===== src/rtl/stepcmp_pkg.sv =====
`timescale 1ns/1ps
package stepcmp_pkg;
    localparam int CNT_W    = 10;
    localparam int CH_N     = 2;
    localparam int CH_IDX_W = (CH_N > 1) ? $clog2(CH_N) : 1;

    typedef logic [CNT_W-1:0] cnt_t;

    typedef enum logic [1:0] {
        SRC_HALF = 2'd0,
        SRC_SLOW = 2'd1,
        SRC_EXT  = 2'd2,
        SRC_OFF  = 2'd3
    } src_e;

    typedef struct packed {
        logic armed;
        cnt_t cmp;
        cnt_t inc;
    } chan_t;

    typedef struct packed {
        logic ld_cmp;
        logic ld_inc;
        cnt_t data;
    } chan_wr_t;

    function automatic cnt_t advance_point(cnt_t cur, cnt_t inc);
        return cur + inc;
    endfunction
endpackage


===== src/rtl/stepcmp_tick.sv =====
`timescale 1ns/1ps
module stepcmp_tick
    import stepcmp_pkg::*;
#(
    parameter int SLOW_DIV = 16
) (
    input  logic clk,
    input  logic rst,
    input  src_e src,
    input  logic ext_tick,
    output logic tick
);
    localparam int PW = $clog2(SLOW_DIV);

    logic [PW-1:0] pre;

    always_ff @(posedge clk) begin
        if (rst) pre <= '0;
        else     pre <= pre + PW'(1);
    end

    always_comb begin
        unique case (src)
            SRC_HALF: tick = pre[0];
            SRC_SLOW: tick = &pre;
            SRC_EXT:  tick = ext_tick;
            default:  tick = 1'b0;
        endcase
    end
endmodule


===== src/rtl/stepcmp_chan.sv =====
`timescale 1ns/1ps
module stepcmp_chan
    import stepcmp_pkg::*;
(
    input  logic     clk,
    input  logic     rst,
    input  logic     tick,
    input  cnt_t     cnt,
    input  logic     auto_adv,
    input  chan_wr_t wr,
    input  logic     clr,
    output logic     evt,
    output logic     flag
);
    chan_t st;
    cnt_t  cnt_nx;
    logic  hit;

    assign cnt_nx = cnt + cnt_t'(1);
    assign hit    = tick && st.armed && (cnt_nx == st.cmp);

    always_ff @(posedge clk) begin
        if (rst) begin
            st   <= '0;
            evt  <= 1'b0;
            flag <= 1'b0;
        end else begin
            evt <= hit;
            if (hit) begin
                if (auto_adv) st.cmp   <= advance_point(st.cmp, st.inc);
                else          st.armed <= 1'b0;
            end
            if (wr.ld_inc) st.inc <= wr.data;
            if (wr.ld_cmp) begin
                st.cmp   <= wr.data;
                st.armed <= 1'b1;
            end
            if (hit)      flag <= 1'b1;
            else if (clr) flag <= 1'b0;
        end
    end
endmodule


===== src/rtl/stepcmp_timer.sv =====
`timescale 1ns/1ps
module stepcmp_timer
    import stepcmp_pkg::*;
#(
    parameter int SLOW_DIV = 16
) (
    input  logic                clk,
    input  logic                rst,
    input  logic [1:0]          src_sel,
    input  logic                ext_tick,
    input  logic [CH_N-1:0]     step_mode,
    input  logic [CH_N-1:0]     irq_en,
    input  logic                wr_en,
    input  logic [CH_IDX_W-1:0] wr_ch,
    input  logic                wr_step,
    input  logic [CNT_W-1:0]    wr_data,
    input  logic                stat_rd,
    output logic [CNT_W-1:0]    count,
    output logic [CH_N-1:0]     evt,
    output logic [CH_N-1:0]     flags,
    output logic                irq
);
    src_e src;
    logic tick;
    cnt_t cnt_q;

    assign src = src_e'(src_sel);

    stepcmp_tick #(.SLOW_DIV(SLOW_DIV)) u_tick (
        .clk      (clk),
        .rst      (rst),
        .src      (src),
        .ext_tick (ext_tick),
        .tick     (tick)
    );

    always_ff @(posedge clk) begin
        if (rst)       cnt_q <= '0;
        else if (tick) cnt_q <= cnt_q + cnt_t'(1);
    end

    for (genvar i = 0; i < CH_N; i++) begin : g_chan
        chan_wr_t w;
        logic     sel;
        assign sel      = wr_en && (wr_ch == CH_IDX_W'(i));
        assign w.ld_cmp = sel && !wr_step;
        assign w.ld_inc = sel && wr_step;
        assign w.data   = wr_data;

        stepcmp_chan u_chan (
            .clk      (clk),
            .rst      (rst),
            .tick     (tick),
            .cnt      (cnt_q),
            .auto_adv (step_mode[i]),
            .wr       (w),
            .clr      (stat_rd),
            .evt      (evt[i]),
            .flag     (flags[i])
        );
    end

    assign count = cnt_q;
    assign irq   = |(flags & irq_en);
endmodule


===== config.mk =====
export PLATFORM = sky130hd
export DESIGN_NAME = stepcmp_timer
export DESIGN_NICKNAME = d
export VERILOG_FILES = /design/src/rtl/stepcmp_pkg.sv /design/src/rtl/stepcmp_tick.sv /design/src/rtl/stepcmp_chan.sv /design/src/rtl/stepcmp_timer.sv
export SDC_FILE = /design/constraint.sdc
export NUM_CORES = 1
export LEC_CHECK = 0
export BUFFER_PORTS_ARGS = -buffer_cell sky130_fd_sc_hd__buf_2
export CORE_MARGIN = 2
export CORE_UTILIZATION = 60
export DETAILED_ROUTE_END_ITERATION = 10
export GPL_TIMING_DRIVEN = 0
export PLACE_DENSITY = 0.91
export SYNTH_ARGS = -nofsm -noshare
export SYNTH_HDL_FRONTEND = slang
export SYNTH_HIERARCHICAL = 1
export SYNTH_SLANG_ARGS = --single-unit

===== constraint.sdc =====
create_clock -name clk -period 6.7 [get_ports clk]
set_clock_uncertainty 0.15 [all_clocks]
set_input_delay 0.67 -clock clk [delete_from_list [all_inputs] [get_ports clk]]
set_output_delay 0.67 -clock clk [all_outputs]
set_load 0.05 [all_outputs]

==> results of run 1 <==
## kinds of logic after synthesis
family	Yosys count
DFF	60
buffers and inverters	27
adders and majority gates	24
xor gates and xnor gates	48
muxes	29
and+or+nand+nor	167
AOI/OAI and AO/OA	101
## cells in the final DEF, fill, tap and decap left out, types with 11 or more instances in the layout
cell type and n:
sky130_fd_sc_hd__nand3_1 26, sky130_fd_sc_hd__nand2_1 21, sky130_fd_sc_hd__buf_2 38, sky130_fd_sc_hd__xnor2_1 28, sky130_fd_sc_hd__xor2_1 19, sky130_fd_sc_hd__nor2_1 61
sky130_fd_sc_hd__a21oi_1 21, sky130_fd_sc_hd__dfxtp_1 60, sky130_fd_sc_hd__o21ai_0 18, sky130_fd_sc_hd__a211oi_1 11, sky130_fd_sc_hd__clkbuf_8 13, sky130_fd_sc_hd__clkbuf_1 13
sky130_fd_sc_hd__mux2i_1 29, sky130_fd_sc_hd__ha_1 22
## routing by layer
metal | up-vias | part of all wire | GRT usage
li1 | 1770 | - | -
met1 | 1755 | 0.43 | 0.368
met2 | 150 | 0.48 | 0.472
met3 | 26 | 0.070 | 0.0642
met4 | 0 | 0.026 | 0.117
met5 | - | 0 | 0
## how the worst min path moves through the flow
stage             startpoint            end  slack, ns  cells past startpoint
3_5_place_dp   u_tick/pre[0]  u_tick/pre[0]       0.30                      1
5_1_grt        u_tick/pre[0]  u_tick/pre[0]       0.33                      1
6_report       u_tick/pre[0]  u_tick/pre[0]       0.30                      1
2_1_floorplan  u_tick/pre[0]  u_tick/pre[0]       0.28                      1
3_3_place_gp   u_tick/pre[0]  u_tick/pre[0]       0.29                      1
4_1_cts        u_tick/pre[0]  u_tick/pre[0]       0.31                      1
## state kept, by name, indices dropped and copies added (netlist names)
register	cells
count	10
g_chan.u_chan/evt	2
g_chan.u_chan/flag	2
g_chan.u_chan/st	42
u_tick/pre	4
## power breakdown
| part | switching, mW | internal (mW) | leakage, nW |
|---|---|---|---|
| registers | 0.0176 | 0.371 | 0.488 |
| logic | 0.0669 | 0.0490 | 1.17 |
| clock network | 0.133 | 0.172 | 0.0986 |
| total | 0.218 | 0.592 | 1.75 |
## area by class of cell
| type | instances | area [µm²] | area share |
|---|---|---|---|
| repair buffers | 37 | 185 | 0.0419 |
| inverters | 9 | 33.8 | 0.00764 |
| clock buffers | 14 | 183 | 0.0413 |
| plain buffers | 18 | 103 | 0.0232 |
| multi-input cells | 369 | 2620 | 0.592 |
| clock inverters | 1 | 5.00 | 0.00113 |
| well taps | 77 | 96.3 | 0.0218 |
| flip-flops and latches | 60 | 1200 | 0.271 |
==> impl_metrics.tcl, run 1 <==
set metrics [dict create \
    cts_tree "yes" \
    path_clk_slew_ns 0.06 \
    post_synthesis_mux_area_share 0.0734 \
    post-place-cells 570 \
    antenna_violations_before_repair 0 \
    place.port_buffers 37 \
    achievable_clock_frequency_mhz 291 \
    post_cts.resized_instances 0 \
    critPathLaunchType "register" \
    vdd_drop_max_v 0.000131 \
    synth_area_leader_cell "sky130_fd_sc_hd__dfxtp_1" \
    post_synth_inst_count 456 \
    antenna_left 0 \
    final_layout_size_suffix_gt1_frac 0.140 \
    regToRegEndpoint "g_chan[0].u_chan/st[14]" \
    cts_max_level 3 \
    chipWidth_um 85.2 \
    rsz0062_at_grt "false" \
    critical_path_cell_count 9 \
    detailroute.via_count 3701 \
    dp.final_hpwl_mm 7.30 \
    worst_slack_ns 3.27 \
    crit_chain "ha_1 -> clkbuf_1 -> nand3_1 -> xnor2_1 -> or4_4 -> nor4_2 -> buf_4 -> nand3_1 -> a311oi_1" \
    cp-end-kind "register" \
    cell_family_contributing_the_most_delay_on_the_critical_path "simple AND/OR/NAND/NOR gates" \
    hold_path.class "register to register" \
    start_util 0.623 \
    aggregate_global_route_resource_usage 0.288 \
    full_die_area_um2 7260 \
    number_of_enable_flip_flop_cells_after_synthesis 0 \
    syn_area_um2 3960 \
    r2r_start "count[0]" \
    grt_max_degree 18 \
    post-route-util 0.697 \
    hold_ws_ns 0.305 \
    cts_made_buffers 9 \
    crit_path_end "g_chan[0].u_chan/st[14]" \
    gp_routability_congestion 0.927 \
    preCtsSetupSlack_ns 3.31 \
    setup_tns_ns 0 \
    synthesis_warning_total 6 \
    library_cell_with_the_highest_instance_count_after_synthesis "sky130_fd_sc_hd__nor2_1" \
    root_buffer "sky130_fd_sc_hd__clkbuf_8" \
    yosys.cell_types.count 64 \
    avgRoutedWirePerCell_um 17.1 \
    synthesized_nets 503 \
    gr-total-overflow 0 \
    ys_seq_area_frac 0.304 \
    fin_area_um2 4420 \
    number_of_remaining_drc_errors 0 \
    tightestPinTransition_ns 0.767 \
    place_area_um2 4240 \
    async_reset_ff_frac 0 \
    postCtsSetupRepairBufs 0 \
    floorplan.die.height_um 85.2 \
    drtPass1Iterations 5 \
    ys_top_cells_by_area "sky130_fd_sc_hd__dfxtp_1 (30%), sky130_fd_sc_hd__mux2i_1 (7.3%), sky130_fd_sc_hd__ha_1 (7.0%), sky130_fd_sc_hd__xnor2_1 (6.2%), sky130_fd_sc_hd__nor2_1 (5.8%)" \
    reg2reg_depth 9 \
    ff2ff_setup_slack_ns 3.27 \
    cp_slowest_stage_delay_ns 0.76 \
    ffs_latches_synth 60 \
    synthToLayoutAreaGrowth_pct 11.9 \
    worst-endpoint-required_ns 6.78 \
    finalCriticalPeriod_ns 3.43 \
    yosys-top-cells-count "sky130_fd_sc_hd__nor2_1 (61), sky130_fd_sc_hd__dfxtp_1 (60), sky130_fd_sc_hd__mux2i_1 (29)" \
    crit_path_start "count[0]" \
    vias_per_cell 6.33 \
    timing.critical_path.slowest_stage_cell "sky130_fd_sc_hd__dfxtp_1" \
    yosys_most_used_dff "sky130_fd_sc_hd__dfxtp_1" \
    p_per_area_nw_per_um2 183 \
    max-slew-margin-rel 0.488 \
    core_area_um2 6350 \
    run_status "complete, no violations" \
    synth.avg_cell_area_um2 8.67 \
    power.static_leakage_nw 1.75 \
    timing_hold_violations_final 0 \
    yosys.area_share.simple 0.221 \
    crit_path_frequent_cell "sky130_fd_sc_hd__nand3_1" \
    setup_viol 0 \
    timing.final.max_slew_violations 0 \
    share_of_the_synthesized_area_in_compound_gates_ao_oa_aoi_oai 0.177 \
    setup.worst_path.class "register to register" \
    path_max_fanout 16 \
    synth_xor_area_frac 0.110 \
    fill_cells 471 \
    first_iter_violations 227 \
    n_antenna_cell 0 \
    worst_skew_pair.late_latency_ns 0.34 \
    synth_top_family_by_area "simple AND/OR/NAND/NOR gates" \
    cp_data_arrival_time_ns 3.51 \
    cp.buffers_inverters 2 \
    drv.max_cap_violation_count 0 \
    finalNonFillerCells 585 \
    detailed_route_wl_mm 10.0 \
    layout.nets 551 \
    clock_sinks 60 \
    cts.hold.buffers_added 0 \
    power_mw 0.809 \
    number_of_global_route_vias_before_repair 3495 \
    post_synth_fa_ha_maj_area_fraction 0.0797 \
    grt_first_pass_wirelength_mm 16.6 \
    top_level_i_o_count 38 \
    core.rowCount 29 \
    clock_path_buffers 2 \
    final.period_utilization 0.512 \
    synth_top_cell_area_share 0.304 \
]
(Power assumes the default switching activity.)
==> inputs of run 2 (changes only) <==
--- a/config.mk
+++ b/config.mk
@@ -7,10 +7,10 @@
 export LEC_CHECK = 0
 export BUFFER_PORTS_ARGS = -buffer_cell sky130_fd_sc_hd__buf_2
 export CORE_MARGIN = 2
-export CORE_UTILIZATION = 60
+export CORE_UTILIZATION = 54
 export DETAILED_ROUTE_END_ITERATION = 10
 export GPL_TIMING_DRIVEN = 0
-export PLACE_DENSITY = 0.91
+export PLACE_DENSITY = 0.87
 export SYNTH_ARGS = -nofsm -noshare
 export SYNTH_HDL_FRONTEND = slang
 export SYNTH_HIERARCHICAL = 1
==> constraint.sdc (replaced) <==
create_clock -name clk -period 3.1 [get_ports clk]
set_clock_uncertainty 0.15 [all_clocks]
set_input_delay 0.31 -clock clk [delete_from_list [all_inputs] [get_ports clk]]
set_output_delay 0.31 -clock clk [all_outputs]
set_load 0.05 [all_outputs]
==> run 2 against run 1 <==
Cell area is 1.5% higher. Hold slack worse by 0.26 ns. First-iteration DRC count is 13% lower. Critical path type unchanged. Via count is 0.30% higher. Non-clock buffer count is 1 lower. Clock power grew to 2.6 times the previous value. Final cell count is 3.8% higher. Sequential power is 120% higher. Combinational power is 120% higher. Utilization is 7.1 points lower. Flip-flop and latch count stayed put. Critical path depth is 1 lower.
==> impl_metrics.tcl, run 2 (same netlist as run 1, synthesis figures left out) <==
set metrics [dict create \
    core.rowCount 31 \
    clock_sinks 60 \
    finalCriticalPeriod_ns 2.95 \
    rsz0062_at_grt "false" \
    layout.nets 550 \
    top_level_i_o_count 38 \
    tightestPinTransition_ns 0.776 \
    synthToLayoutAreaGrowth_pct 13.6 \
    drtPass1Iterations 5 \
    n_antenna_cell 0 \
    hold_path.class "primary input to register" \
    critical_path_cell_count 8 \
    commonest_non_fill_non_tap_cells_in_the_layout "sky130_fd_sc_hd__nor2_1 (61), sky130_fd_sc_hd__dfxtp_1 (57), sky130_fd_sc_hd__buf_2 (38)" \
    setup_viol 0 \
    power_mw 1.88 \
    floorplan.die.height_um 89.6 \
    drv.max_cap_violation_count 0 \
    cp-end-kind "register" \
    cell_family_contributing_the_most_delay_on_the_critical_path "simple AND/OR/NAND/NOR gates" \
    run_status "complete, no violations" \
    largest_register "g_chan.u_chan/st" \
    gr-total-overflow 0 \
    dp.final_hpwl_mm 7.36 \
    detailroute.via_count 3712 \
    first_iter_violations 198 \
    achievable_clock_frequency_mhz 339 \
    cp.buffers_inverters 1 \
    antenna_left 0 \
    wl_met3_um 690 \
    start_util 0.551 \
    top_layer "met4" \
    postCtsSetupRepairBufs 0 \
    post-place-cells 592 \
    number_of_remaining_drc_errors 0 \
    setup.worst_path.class "register to register" \
    post-route-util 0.626 \
    cts_made_buffers 9 \
    root_buffer "sky130_fd_sc_hd__clkbuf_8" \
    final_layout_size_suffix_gt1_frac 0.152 \
    r2r_start "count[1]" \
    largest_reg_flops 42 \
    fill_cells 609 \
    finalNonFillerCells 607 \
    crit_path_end "g_chan[0].u_chan/st[14]" \
    met1Wirelength_mm 4.55 \
    cts_tree "yes" \
    timing.final.max_slew_violations 0 \
    core_area_um2 7180 \
    full_die_area_um2 8020 \
    crit_chain "ha_2 -> nand3_1 -> xnor2_1 -> or4_4 -> or4_1 -> buf_6 -> o21ai_0 -> a311oi_1" \
    cp_slowest_stage_delay_ns 0.55 \
    clock_path_buffers 2 \
    gp_routability_congestion 0.904 \
    setup_tns_ns 0 \
    aggregate_global_route_resource_usage 0.266 \
    final.period_utilization 0.952 \
    timing.critical_path.slowest_stage_cell "sky130_fd_sc_hd__or4_1" \
    ff2ff_setup_slack_ns 0.15 \
    regToRegEndpoint "g_chan[0].u_chan/st[14]" \
    grt_max_degree 18 \
    worst_skew_pair.late_latency_ns 0.35 \
    final_common_cell "sky130_fd_sc_hd__nor2_1" \
    power.static_leakage_nw 1.76 \
    path_max_fanout 14 \
    p_per_area_nw_per_um2 418 \
    detailed_route_wl_mm 10.3 \
    cp_data_arrival_time_ns 3.01 \
    vias_per_cell 6.12 \
    worst-endpoint-required_ns 3.16 \
    place.port_buffers 37 \
    crit_path_start "count[1]" \
    grt_first_pass_wirelength_mm 16.4 \
    reg2reg_depth 8 \
    vdd_drop_max_v 0.000227 \
    cts_max_level 3 \
    chipWidth_um 89.6 \
    route.met2.wl_mm 4.81 \
    max-slew-margin-rel 0.482 \
    number_of_global_route_vias_before_repair 3508 \
    critPathLaunchType "register" \
    timing_hold_violations_final 0 \
    avgRoutedWirePerCell_um 16.9 \
    path_clk_slew_ns 0.08 \
    antenna_violations_before_repair 0 \
    hold_ws_ns 0.0489 \
]
-- run 2: cell count changes in the layout (fill, tap and decap cells not counted), moves of 2 or more --
| cell | delta |
|---|---|
| sky130_fd_sc_hd__clkbuf_8 | -4 |
| sky130_fd_sc_hd__dfxtp_1 | -3 |
| sky130_fd_sc_hd__bufinv_16 | +2 |
| sky130_fd_sc_hd__clkinvlp_4 | +2 |
| sky130_fd_sc_hd__dfxtp_2 | +2 |
-- run 2: stage by stage --
stage                     cell area (µm²)  setup slack, ns
final                                4490            0.149
after global routing                 4490          0.00234
after CTS                            4490          0.00561
after detailed placement             4270         -0.00178
after global placement               4270           0.0351
after floorplan                      3960           0.0318
-- run 2: what timing repair did --
item	4_1_cts	5_1_grt
hold buffers	0	0
resized for setup	1	3
setup endpoints to repair	11	13
pin swaps	0	0
-- run 2: layer usage --
metal | vias to the layer above | GRT usage
met5 | - | 0
met4 | 0 | 0.118
met3 | 23 | 0.0384
met2 | 167 | 0.429
met1 | 1750 | 0.353
li1 | 1772 | -
-- run 2: final cells by class --
| cell class | instances | area, µm² | share of cell area |
|---|---|---|---|
| inverter | 9 | 33.8 | 0.00752 |
| sequential | 60 | 1210 | 0.269 |
| buffer | 17 | 98.8 | 0.0220 |
| clock inverter | 6 | 88.8 | 0.0198 |
| clock buffer | 10 | 128 | 0.0284 |
| tap | 99 | 124 | 0.0276 |
| timing repair buffer | 37 | 185 | 0.0412 |
| multi-input combinational | 369 | 2630 | 0.585 |
-- run 2: worst reg2reg max path, stage by stage (launching register included) --
cell and delay [ns]:
sky130_fd_sc_hd__dfxtp_2 0.50, sky130_fd_sc_hd__ha_2 0.33, sky130_fd_sc_hd__nand3_1 0.12, sky130_fd_sc_hd__xnor2_1 0.16, sky130_fd_sc_hd__or4_4 0.54, sky130_fd_sc_hd__or4_1 0.55
sky130_fd_sc_hd__buf_6 0.17, sky130_fd_sc_hd__o21ai_0 0.19, sky130_fd_sc_hd__a311oi_1 0.11
-- run 2: worst min-delay path by stage --
stage | start | endpoint | slack (ns) | cells past startpoint
detailed placement | u_tick/pre[0] | u_tick/pre[0] | 0.30 | 1
global placement | u_tick/pre[0] | u_tick/pre[0] | 0.29 | 1
floorplan | rst | u_tick/pre[0] | 0.23 | 1
global route | step_mode[1] | g_chan[1].u_chan/st[20] | 0.04 | 2
finish | step_mode[1] | g_chan[1].u_chan/st[20] | 0.05 | 2
CTS | step_mode[1] | g_chan[1].u_chan/st[20] | 0.04 | 2
-- run 2: where the power goes --
| part | total, mW | switching [mW] | internal, mW |
|---|---|---|---|
| sequential | 0.838 | 0.0379 | 0.800 |
| combinational | 0.250 | 0.143 | 0.106 |
| clock | 0.790 | 0.337 | 0.453 |
| total | 1.88 | 0.519 | 1.36 |
==> inputs of run 3 (changes only) <==
--- a/config.mk
+++ b/config.mk
@@ -7,10 +7,10 @@
 export LEC_CHECK = 0
 export BUFFER_PORTS_ARGS = -buffer_cell sky130_fd_sc_hd__buf_2
 export CORE_MARGIN = 2
-export CORE_UTILIZATION = 54
+export CORE_UTILIZATION = 45
 export DETAILED_ROUTE_END_ITERATION = 10
 export GPL_TIMING_DRIVEN = 0
-export PLACE_DENSITY = 0.87
+export PLACE_DENSITY = 0.76
 export SYNTH_ARGS = -nofsm -noshare
 export SYNTH_HDL_FRONTEND = slang
 export SYNTH_HIERARCHICAL = 1
==> run 3 against run 2 <==
Die area increased by 19%. Clock power decreased by 23%. Non-clock buffer count unchanged. Final cell count increased by 1.5%. Combinational power about the same. Critical path type unchanged. Highest routed layer unchanged.
==> impl_metrics.tcl, run 3 (same netlist as run 1, synthesis figures left out) <==
set metrics [dict create \
    worst-endpoint-required_ns 3.14 \
    number_of_global_route_vias_before_repair 3467 \
    grt_first_pass_wirelength_mm 16.6 \
    full_die_area_um2 9560 \
    critPathLaunchType "register" \
    grt_max_degree 18 \
    path_clk_slew_ns 0.07 \
    cts_tree "yes" \
    largest_reg_flops 42 \
    synthToLayoutAreaGrowth_pct 12.9 \
    root_buffer "sky130_fd_sc_hd__clkbuf_8" \
    timing_hold_violations_final 0 \
    achievable_clock_frequency_mhz 341 \
    ff2ff_setup_slack_ns 0.16 \
    antenna_left 0 \
    layout.nets 550 \
    path_max_fanout 16 \
    setup.worst_path.class "register to register" \
    final.period_utilization 0.947 \
    fin_area_um2 4460 \
    gp_routability_congestion 0.869 \
    place_area_um2 4280 \
    final_common_cell "sky130_fd_sc_hd__nor2_1" \
    floorplan.die.height_um 97.8 \
    dp.final_hpwl_mm 7.50 \
    reg2reg_depth 8 \
    place.port_buffers 37 \
    worst_skew_pair.late_latency_ns 0.34 \
    avgRoutedWirePerCell_um 16.3 \
    drv.max_cap_violation_count 0 \
    finalCriticalPeriod_ns 2.94 \
    postCtsSetupRepairBufs 0 \
    clock_path_buffers 2 \
    detailroute.via_count 3616 \
    cp-end-kind "register" \
    vdd_drop_max_v 0.000259 \
    core_area_um2 8640 \
    commonest_non_fill_non_tap_cells_in_the_layout "sky130_fd_sc_hd__nor2_1 (61), sky130_fd_sc_hd__dfxtp_1 (57), sky130_fd_sc_hd__buf_2 (38)" \
    min_to "g_chan[1].u_chan/st[20]" \
    rsz0062_at_grt "false" \
    clock_sinks 60 \
    gr-total-overflow 0 \
    cp_data_arrival_time_ns 2.98 \
    cts_max_level 3 \
    detailed_route_wl_mm 10.1 \
    hold_path_depth 2 \
    post-route-util 0.517 \
    start_util 0.458 \
    run_status "complete, no violations" \
    antenna_violations_before_repair 0 \
    cts_made_buffers 9 \
    aggregate_global_route_resource_usage 0.215 \
    n_antenna_cell 0 \
    power.static_leakage_nw 1.75 \
    fill_cells 830 \
    hp-start "step_mode[1]" \
    first_iter_violations 154 \
    hold_path.class "primary input to register" \
    max-slew-margin-rel 0.480 \
    setup_viol 0 \
    regToRegEndpoint "g_chan[0].u_chan/st[18]" \
    top_level_i_o_count 38 \
    number_of_remaining_drc_errors 0 \
    p_per_area_nw_per_um2 380 \
    clockPowerShare 0.360 \
    timing.final.max_slew_violations 0 \
    final_layout_size_suffix_gt1_frac 0.150 \
    switching_share 0.286 \
    drtPass1Iterations 4 \
    comb_power_share 0.146 \
    vias_per_cell 5.87 \
    p_sw_mw 0.485 \
    core.rowCount 34 \
    r2r_start "count[0]" \
    pwr-share-seq 0.494 \
    chipWidth_um 97.8 \
    tightestPinTransition_ns 0.780 \
    largest_register "g_chan.u_chan/st" \
    internal-power_mw 1.21 \
]
==> run 3: stage by stage <==
| stage | hold slack, ns | TNS, ns | setup WS, ns | power [mW] | cells |
|---|---|---|---|---|---|
| 6_report | 0.0540 | 0 | 0.165 | 1.70 | 616 |
| 5_1_grt | 0.0378 | 0 | 0.0143 | 1.78 | 616 |
| 4_1_cts | 0.0466 | 0 | 0.0213 | 1.71 | 617 |
| 2_1_floorplan | 0.227 | 0 | 0.0318 | 1.02 | 456 |
| 3_5_place_dp | 0.297 | -0.0404 | -0.0188 | 1.10 | 601 |
| 3_3_place_gp | 0.289 | 0 | 0.0345 | 1.09 | 601 |
==> run 3: what timing repair did <==
item                       in CTS  in global routing
resized for setup               1                  4
hold buffers                    0                  0
setup endpoints to repair      10                 13
==> run 3: critical path: stages (launching register included) <==
cell                       delay [ns]
sky130_fd_sc_hd__dfxtp_4         0.47
sky130_fd_sc_hd__ha_1            0.33
sky130_fd_sc_hd__nand3_1         0.13
sky130_fd_sc_hd__xnor2_1         0.15
sky130_fd_sc_hd__or4_4           0.55
sky130_fd_sc_hd__or4_1           0.55
sky130_fd_sc_hd__buf_6           0.16
sky130_fd_sc_hd__o21ai_0         0.17
sky130_fd_sc_hd__a311oi_1        0.12
==> run 3: worst max-delay path by stage <==
stage	from	end	slack, ns	cells after the start
after floorplan	count[0]	g_chan[0].u_chan/st[10]	0.03	9
after global placement	count[0]	g_chan[0].u_chan/st[18]	0.03	9
after detailed placement	count[0]	g_chan[0].u_chan/st[17]	-0.02	9
after CTS	count[1]	g_chan[0].u_chan/st[18]	0.02	9
after global routing	count[0]	g_chan[0].u_chan/st[18]	0.01	8
final	count[0]	g_chan[0].u_chan/st[18]	0.16	8
==> run 3: cell type report <==
class	count	area (µm²)	share of cell area
clock inverter	5	27.5	0.00617
clock buffer	11	141	0.0317
buffer	17	98.8	0.0221
tap	108	135	0.0303
inverter	9	33.8	0.00757
sequential	60	1210	0.271
multi-input combinational	369	2630	0.590
timing repair buffer	37	185	0.0415
==> run 3: layer usage <==
layer  up-vias  wire length [µm]  part of all wire  GRT usage
met5         -                 0                 0          0
met1      1735              4520              0.45      0.287
li1       1772                 -                 -          -
met3        16               603             0.060     0.0480
met4         0               182             0.018     0.0791
met2        93              4750              0.47      0.344
==> run 3: power groups by stage <==
stage / combinational [mW] / sequential (mW) / clock (mW)
floorplan: 0.173 / 0.849 / 0
global placement: 0.236 / 0.853 / 0
detailed placement: 0.244 / 0.855 / 0
CTS: 0.245 / 0.838 / 0.628
global route: 0.275 / 0.841 / 0.664
finish: 0.248 / 0.838 / 0.611
